===== config.mk =====
export PLATFORM = sky130hd
export DESIGN_NAME = segdac_frontend
export DESIGN_NICKNAME = d
export VERILOG_FILES = /design/src/rtl/segdac_pkg.sv /design/src/rtl/segdac_ctrl.sv /design/src/rtl/segdac_datapath.sv /design/src/rtl/segdac_frontend.sv
export SDC_FILE = /design/constraint.sdc
export NUM_CORES = 1
export LEC_CHECK = 0
export BUFFER_PORTS_ARGS = -buffer_cell sky130_fd_sc_hd__buf_2
export CAP_MARGIN = 25
export CORE_ASPECT_RATIO = 0.6
export CORE_MARGIN = 3
export CORE_UTILIZATION = 58
export DETAILED_ROUTE_END_ITERATION = 10
export PLACE_DENSITY_LB_ADDON = 0.08
export RECOVER_POWER = 50
export SLEW_MARGIN = 20
export SYNTH_ARGS = -nofsm -noshare
export SYNTH_HDL_FRONTEND = slang
export SYNTH_HIERARCHICAL = 1
export SYNTH_SLANG_ARGS = --single-unit

===== constraint.sdc =====
create_clock -name clk -period 5 [get_ports clk]
set_clock_uncertainty 0.2 [all_clocks]
set_input_delay 0 -clock clk [delete_from_list [all_inputs] [get_ports clk]]
set_output_delay 0 -clock clk [all_outputs]
set_load 0.01 [all_outputs]

===== src/rtl/segdac_pkg.sv =====
package segdac_pkg;

  // Strobes issued by the sequencer to the datapath.
  typedef struct packed {
    logic loadDecode;  // capture the split sample into the decode stage
    logic loadLatch;   // retime all cell enables into the output register
  } strobe_t;

  typedef enum logic [1:0] {
    SEQ_IDLE = 2'd0,
    SEQ_FILL = 2'd1,
    SEQ_RUN  = 2'd2
  } seq_state_e;

endpackage


===== src/rtl/segdac_ctrl.sv =====
module segdac_ctrl
  import segdac_pkg::*;
(
  input  logic    clk,
  input  logic    rstN,
  output strobe_t strobe
);

  seq_state_e seqState, seqNext;

  always_comb begin
    seqNext = seqState;
    unique case (seqState)
      SEQ_IDLE: seqNext = SEQ_FILL;
      SEQ_FILL: seqNext = SEQ_RUN;
      SEQ_RUN:  seqNext = SEQ_RUN;
      default:  seqNext = SEQ_IDLE;
    endcase
  end

  always_ff @(posedge clk) begin
    if (!rstN) seqState <= SEQ_IDLE;
    else       seqState <= seqNext;
  end

  always_comb begin
    strobe.loadDecode = (seqState != SEQ_IDLE);
    strobe.loadLatch  = (seqState == SEQ_RUN);
  end

  // the output register only loads once the decode stage holds data
  p_latch_after_decode_r8: assert property (@(posedge clk) disable iff (!rstN)
    strobe.loadLatch |-> $past(strobe.loadDecode));

  // pipeline fill takes exactly one cycle before the latch runs
  p_fill_then_run_r9: assert property (@(posedge clk) disable iff (!rstN)
    (seqState == SEQ_FILL) |=> strobe.loadLatch);

endmodule


===== src/rtl/segdac_datapath.sv =====
module segdac_datapath
  import segdac_pkg::*;
#(
  parameter int unsigned SAMPLE_W = 12,
  parameter int unsigned BIN_W    = 4
) (
  input  logic                                    clk,
  input  logic                                    rstN,
  input  strobe_t                                 strobe,
  input  logic [SAMPLE_W-1:0]                     sampleIn,
  output logic [(1 << (SAMPLE_W - BIN_W)) - 1:0]  unaryEn,
  output logic [BIN_W-1:0]                        binEn
);

  localparam int unsigned THERM_W   = SAMPLE_W - BIN_W;  // unary level width
  localparam int unsigned HALF      = THERM_W / 2;       // row / column width
  localparam int unsigned QTR       = HALF / 2;          // region coordinate width
  localparam int unsigned CELLS     = 1 << THERM_W;
  localparam int unsigned RSV_LEVEL = CELLS - 1;         // level no code reaches

  // ---------------- ordering functions ----------------
  function automatic logic [HALF-1:0] revBits(input logic [HALF-1:0] v);
    logic [HALF-1:0] r;
    for (int i = 0; i < HALF; i++) r[i] = v[HALF-1-i];
    return r;
  endfunction

  // Sub-position -> run index. Even runs use a sub-position with MSB 0,
  // odd runs use its complement (centro-symmetric partner).
  function automatic logic [HALF-1:0] runOfSub(input logic [HALF-1:0] s);
    logic [HALF-1:0] base;
    base = s[HALF-1] ? ~s : s;
    return {base[HALF-2:0], s[HALF-1]};
  endfunction

  // Region visited at step r of run g is revBits(r+1) ^ g. Inverted here.
  function automatic logic [HALF-1:0] stepOfRegion(input logic [HALF-1:0] region,
                                                   input logic [HALF-1:0] run);
    return HALF'(revBits(region ^ run) - 1'b1);
  endfunction

  function automatic logic [THERM_W-1:0] levelOfCell(input logic [THERM_W-1:0] p);
    logic [HALF-1:0] row, col, region, sub, run, step;
    row    = p[THERM_W-1:HALF];
    col    = p[HALF-1:0];
    region = {row[HALF-1:QTR], col[HALF-1:QTR]};
    sub    = {row[QTR-1:0],    col[QTR-1:0]};
    run    = runOfSub(sub);
    step   = stepOfRegion(region, run);
    return {run, step};
  endfunction

  // ---------------- stage 1: split ----------------
  logic [THERM_W-1:0] thermQ;
  logic [BIN_W-1:0]   binQ;

  always_ff @(posedge clk) begin
    if (!rstN) begin
      thermQ <= '0;
      binQ   <= '0;
    end else if (strobe.loadDecode) begin
      thermQ <= sampleIn[SAMPLE_W-1:BIN_W];
      binQ   <= sampleIn[BIN_W-1:0];
    end
  end

  // ---------------- cell decode ----------------
  logic [CELLS-1:0] cellNext;

  for (genvar p = 0; p < CELLS; p++) begin : g_cell
    localparam logic [THERM_W-1:0] LVL = levelOfCell(THERM_W'(p));
    if (LVL == THERM_W'(RSV_LEVEL)) begin : g_reserved
      assign cellNext[p] = 1'b0;
      // the bias cell is never driven by data
      p_reserved_off_r4: assert property (@(posedge clk) disable iff (!rstN)
        !unaryEn[p]);
    end else begin : g_data
      assign cellNext[p] = (LVL < thermQ);
    end
  end

  // ---------------- stage 2: output latch ----------------
  logic [CELLS-1:0] unaryQ;
  logic [BIN_W-1:0] binOutQ;

  always_ff @(posedge clk) begin
    if (!rstN) begin
      unaryQ  <= '0;
      binOutQ <= '0;
    end else if (strobe.loadLatch) begin
      unaryQ  <= cellNext;
      binOutQ <= binQ;
    end
  end

  assign unaryEn = unaryQ;
  assign binEn   = binOutQ;

  // number of conducting unary cells tracks the latched level
  p_cell_count_r2: assert property (@(posedge clk) disable iff (!rstN)
    $past(strobe.loadLatch) |-> ($countones(unaryEn) == int'($past(thermQ))));

  // binary enables follow the low sample bits through the pipeline
  p_binary_pass_r1: assert property (@(posedge clk) disable iff (!rstN)
    $past(strobe.loadLatch) |-> (binEn == $past(binQ)));

  // outputs stay cleared until the latch first loads
  p_idle_zero_r9: assert property (@(posedge clk) disable iff (!rstN)
    !strobe.loadLatch |=> ((unaryEn == '0) && (binEn == '0)));

endmodule


===== src/rtl/segdac_frontend.sv =====
module segdac_frontend
  import segdac_pkg::*;
#(
  parameter int unsigned SAMPLE_W = 12,
  parameter int unsigned BIN_W    = 4
) (
  input  logic                                    clk,
  input  logic                                    rstN,
  input  logic [SAMPLE_W-1:0]                     sampleIn,
  output logic [(1 << (SAMPLE_W - BIN_W)) - 1:0]  unaryEn,
  output logic [BIN_W-1:0]                        binEn
);

  strobe_t strobe;

  segdac_ctrl ctrl_i (
    .clk    (clk),
    .rstN   (rstN),
    .strobe (strobe)
  );

  segdac_datapath #(
    .SAMPLE_W (SAMPLE_W),
    .BIN_W    (BIN_W)
  ) dp_i (
    .clk      (clk),
    .rstN     (rstN),
    .strobe   (strobe),
    .sampleIn (sampleIn),
    .unaryEn  (unaryEn),
    .binEn    (binEn)
  );

endmodule


# After elaboration in Yosys (flattened, before gate mapping)
# Cells that the tools add are included.
[classes]
muxes = 1
n_eq_ne = 2
n_lt_le_gt_ge = 255
n_reduce_logical = 3
[ops]
columns = ["op", "n"]
rows = [
  ["$lt A8 B8 Y1 const A", 127],
  ["$lt A7 B8 Y1 const A", 64],
  ["$lt A6 B8 Y1 const A", 32],
  ["$lt A5 B8 Y1 const A", 16],
  ["$lt A4 B8 Y1 const A", 8],
  ["$lt A3 B8 Y1 const A", 4],
  ["$lt A1 B8 Y1 const A", 2],
  ["$lt A2 B8 Y1 const A", 2],
  ["$pmux W2 S2", 1],
  ["$eq A2 B1 Y1 const B", 1],
  ["$eq A2 B2 Y1 const B", 1],
  ["$logic_not A2 Y1", 1],
  ["$reduce_bool A2 Y1", 1],
  ["$reduce_or A2 Y1", 1],
]
[word_totals]
inputBits = 14
register_bits = 273
output_inout_bits = 260

# Longest topological paths before layout
[logic_depth]
ltp_word = 3
mapped_depth = 9

# Cells and area by module
# The synthesis kept the hierarchy.
[modules_own_cells]
columns = ["mod", "instances", "cells_each", "seq_area_each_um2", "area_per_inst_um2"]
rows = [
  ["segdac_datapath", 1, 1228, 5425.2, 11227.0],
  ["segdac_ctrl", 1, 10, 40.0, 101.3],
]

# Worst setup path before layout
# Ideal clock, no wire load.
[synth_timing]
path_kind = "flip-flop to flip-flop"
start = "reg ctrl_i.seqState[0]"
end = "reg dp_i.unaryQ[30], in the netlist dp_i/unaryEn[30]"
required_ns = 4.685
setup_slack_ns = 3.199
path_stages_with_launch = 9
synth_period_minus_slack_ns = 1.801
arrival_ns = 1.486
cell_sequence = "dfxtp_1 inv_1 ha_1 buf_6 buf_6 clkbuf_2 buf_2 o221ai_1 and2_1"
[synth_lines]
columns = ["element", "line_no", "source"]
rows = [
  ["from (decl)", "segdac_ctrl.sv:9", "seq_state_e seqState, seqNext;"],
  ["from (signal assigned)", "segdac_ctrl.sv:23", "else seqState <= seqNext;"],
  ["to (signal assigned)", "segdac_datapath.sv:91", "unaryQ <= cellNext;"],
  ["to (decl)", "segdac_datapath.sv:83", "logic [CELLS-1:0] unaryQ;"],
]

==> implementation parameters <==
Parameter                              Value

Outcome
  Status ... finished clean

Floorplan
  Initial standard-cell utilization of the core ... 60.9%
  Cell Rows ... 38
  Core Area ... 18,600 um^2
  Floorplan die width ... 186 um
  Height of the chip ... 114 um
  Overall die area ... 21,300 um^2
  Number of I/O pins ... 274

Final layout
  Net count, final ... 1,447
  Non-Filler Instances ... 1,706
  Antenna diode count ... 0
  Layout cell share with drive strength beyond 1 ... 8.16%
  Synthesis-to-finish area growth ... 16.8%

Logic synthesis
  Post-synth ARST share ... 0%
  Largest family of logic cells by synthesized area ... compound AO/OA/AOI/OAI gates
  Sequential-to-total area share from yosys stat ... 48.2%
  Fraction of synthesized area in multiplexers ... 1.50%
  Synthesis-stage register bit count ... 273
  Nets in the synthesized netlist ... 1,255
  Post-synth design cell area ... 11,300 um^2
  Post-synth cell types ... 76
  Synth Area in Compound Gates ... 29.9%
  Synth Area per Inst ... 9.15 um^2
  Adder-cell share of the synthesized area ... 0.331%
  Gate count of the mapped netlist ... 1,238
  Number of enable-type register cells in the synthesized netlist ... 0
  XOR/XNOR Fraction of Synth Area ... 0%
  Area share of and/or/nand/nor cells after synthesis ... 13.1%
  Dominant synthesized flop cell ... sky130_fd_sc_hd__dfxtp_1
  Count of warnings emitted by yosys ... 6

Pwr
  Leakage power of the design ... 4.73 nW
  Max rail drop VDD ... 297 uV
  Net switching fraction of the power ... 30.2%
  Clock group share of total power ... 37.9%
  Pwr/cell area ... 414 nW/um^2
  Relative contribution of combinational cells to total power ... 17.1%
  Internal cell power ... 0.00383 W
  Switch Pwr ... 0.00166 W
  Power share of the sequential group ... 45.0%

Drt
  Final routed wire length divided by cell count ... 22.1 um
  Ratio of routed vias to standard cells ... 6.20
  Number of design rule violations left after detail routing ... 0
  Iteration count of the initial detailed-routing pass ... 6
  Drt first-iter violations ... 1,361
  Via total after detailed routing ... 10,600
  ANT nets after route ... 0
  Routed WL ... 37,800 um

Global routing
  Maximum number of pins on one net before global-route repair ... 106
  Total Routing Usage GR ... 33.7%
  First-pass GRT wire length ... 57,200 um
  Via count of the first global-routing pass ... 9,694
  Initial antenna violation count ... 0
  Overflow left after global routing ... 0

Clock network
  Bufs on Longest Clock Path ... 3
  Sinks on Clock Net ... 273
  Clk_lat worst skew ... 0.52 ns
  H-Tree Level Count ... 1
  Clk slew on worst S/H paths ... 0.07 ns
  Clock Root Buffer ... sky130_fd_sc_hd__clkbuf_16
  Number of gates given a new drive strength after cts ... 0
  Clock buffer count from CTS ... 25
  TritonCTS clock tree ... done

Setup path
  Worst R2R Start ... ctrl_i/seqState[0]$_SDFF_PN0_
  Cells along the critical path ... inv_1 > ha_4 > buf_4 > and4_1 > nand4_1 > a21oi_1
  Element type at the critical path end ... flip-flop
  Reg2Reg Setup Slack ... 2.04 ns
  Delay of the slowest cell on the worst path ... 0.73 ns
  Required time at the worst-slack endpoint ... 5.24 ns
  Kind of launch point of the worst setup path ... flip-flop
  Critical path fanouts, max ... 65
  Cells on worst reg2reg path ... 6
  Highest-delay cell along the critical path ... sky130_fd_sc_hd__and4_1
  Critical path arrival ... 3.20 ns
  Worst r2r dst ... dp_i/unaryEn[40]$_SDFFE_PN0P_
  Type of the setup path with the least slack ... flip-flop to flip-flop

Hold path
  Worst-case hold path end point ... dp_i/binQ[2]$_SDFFE_PN0P_
  Cell depth of the worst min-delay path ... 4
  Launch instance of the worst min-delay path ... sampleIn[2]
  Worst min-delay path class ... primary input to flip-flop

STA
  Fmax ... 337 MHz
  Setup_tns ... 0 ns
  Final hold viol count ... 0
  Number of pins exceeding their max-slew limit in the final report ... 0
  Clock period minus final worst setup slack ... 2.96 ns
  Headroom to the max-slew limit ... 33.7%
  Tcrit/Tclk final ... 59.3%
  Unrepaired setup endpoints after global routing ... false
  Final setup fails ... 0
  Actual transition at the worst max-transition pin ... 0.995 ns

Flow run
  Count of max-cap constraint violations ... 0

Placement
  Placed cell count ... 1,649
  Number of port buffers ... 272
  Final weighted congestion of routability-driven global placement ... 0.894
  Hpwl dp ... 24,100 um
[repair_timing]
action                    4_1_cts  5_1_grt
setup buffers                   0        0
hold endpoints to repair       64        0
hold buffers                   13        0
[cell usage in the layout (no fill, tap or decap), drive strengths merged, types with 11 or more instances in the layout]
| master | count |
|---|---|
| a22o | 17 |
| inv | 18 |
| and2 | 15 |
| o21a | 61 |
| nor2 | 59 |
| o211ai | 13 |
| buf | 33 |
| a21o | 55 |
| nand2 | 126 |
| dfxtp | 273 |
| a211o | 11 |
| clkbuf | 292 |
| o31a | 13 |
| o21ai | 52 |
| a21oi | 171 |
| a31oi | 12 |
| nor2b | 45 |
| mux2i | 17 |
| o2bb2ai | 19 |
| dlygate4sd3 | 13 |
[cells in the mapped netlist (19+ instances only)]
cell | count | area, um^2
sky130_fd_sc_hd__a21o_1 | 55 | 413
sky130_fd_sc_hd__o21ai_0 | 45 | 225
sky130_fd_sc_hd__dfxtp_1 | 273 | 5470
sky130_fd_sc_hd__buf_2 | 51 | 255
sky130_fd_sc_hd__nor2b_1 | 45 | 282
sky130_fd_sc_hd__a21oi_1 | 160 | 801
sky130_fd_sc_hd__o21a_1 | 61 | 458
sky130_fd_sc_hd__o2bb2ai_1 | 19 | 166
sky130_fd_sc_hd__buf_4 | 19 | 143
sky130_fd_sc_hd__nor2_1 | 58 | 218
sky130_fd_sc_hd__clkbuf_1 | 54 | 203
sky130_fd_sc_hd__nand2_1 | 124 | 465
[metal layers]
layer	vias to the layer above	GRT usage [%]	share of wire, %
met4	0	6.74	1.6
met5	-	0	0
met3	63	9.15	13
li1	4761	-	-
met2	691	49.7	42
met1	5059	49.8	43
[cell families (layout without fill, tap and decap cells)]
group / after synthesis / count (layout)
AOI/OAI and AO/OA: 492 / 492
and+or+nand+nor: 295 / 295
DFF: 273 / 273
buffers and inverters: 157 / 365
muxes: 17 / 17
adders and majority gates: 3 / 3
other: 1 / 1
[state kept, by name, summed over array words and instances, names as in the netlist]
signal	count
dp_i/binQ	4
dp_i/thermQ	8
dp_i/unaryEn	255
dp_i/binEn	4
ctrl_i/seqState	2
[area by class of cell]
class	count	area, um^2
fill	1551	5360
timing repair buffer	305	1350
inverter	17	71.3
clock buffer	33	726
sequential	273	5470
clock inverter	10	159
multi-input combinational	808	5130
tap	260	325
[stage by stage]
| stage | worst slack (ns) | total power, W | hold slack [ns] | util [%] | cell area [um^2] |
|---|---|---|---|---|---|
| after floorplan | 3.20 | 0.00310 | -0.0783 | - | 11300 |
| after global placement | 2.20 | 0.00342 | 0.0346 | 67.1 | 12500 |
| after detailed placement | 2.11 | 0.00343 | 0.0473 | 67.2 | 12500 |
| after CTS | 2.11 | 0.00548 | 0.0401 | 72.7 | 13500 |
| after global routing | 1.86 | 0.00566 | 0.0805 | 71.2 | 13200 |
| final | 2.04 | 0.00548 | 0.0603 | 71.2 | 13200 |
[power by group through the flow]
stage	Combinational [W]	Sequential, W	Clock [W]
final	0.000935	0.00247	0.00208
after global routing	0.00100	0.00248	0.00218
after CTS	0.000940	0.00246	0.00209
after detailed placement	0.000928	0.00250	0
after global placement	0.000913	0.00250	0
after floorplan	0.000624	0.00248	0
[worst max-delay path by stage]
| stage | startpoint | to | slack (ns) | cells after the start |
|---|---|---|---|---|
| 6_report | ctrl_i/seqState[0]$_SDFF_PN0_ | dp_i/unaryEn[40]$_SDFFE_PN0P_ | 2.04 | 6 |
| 3_5_place_dp | ctrl_i/seqState[0]$_SDFF_PN0_ | dp_i/unaryEn[40]$_SDFFE_PN0P_ | 2.11 | 6 |
| 5_1_grt | ctrl_i/seqState[0]$_SDFF_PN0_ | dp_i/unaryEn[23]$_SDFFE_PN0P_ | 1.86 | 6 |
| 3_3_place_gp | ctrl_i/seqState[0]$_SDFF_PN0_ | dp_i/unaryEn[100]$_SDFFE_PN0P_ | 2.20 | 6 |
| 4_1_cts | ctrl_i/seqState[0]$_SDFF_PN0_ | dp_i/unaryEn[40]$_SDFFE_PN0P_ | 2.11 | 6 |
| 2_1_floorplan | ctrl_i/seqState[0]$_SDFF_PN0_ | dp_i/unaryEn[30]$_SDFFE_PN0P_ | 3.20 | 8 |
[critical path: cells and delay by family (launching register included)]
| family | cells | cell delay [ns] |
|---|---|---|
| adder cells (fa/ha/maj) | 1 | 0.50 |
| AND/OR/NAND/NOR | 2 | 0.89 |
| buffers and inverters | 2 | 0.77 |
| AO/OA/AOI/OAI | 1 | 0.19 |
| flip-flops | 1 | 0.30 |
(Power assumes the default switching activity.)
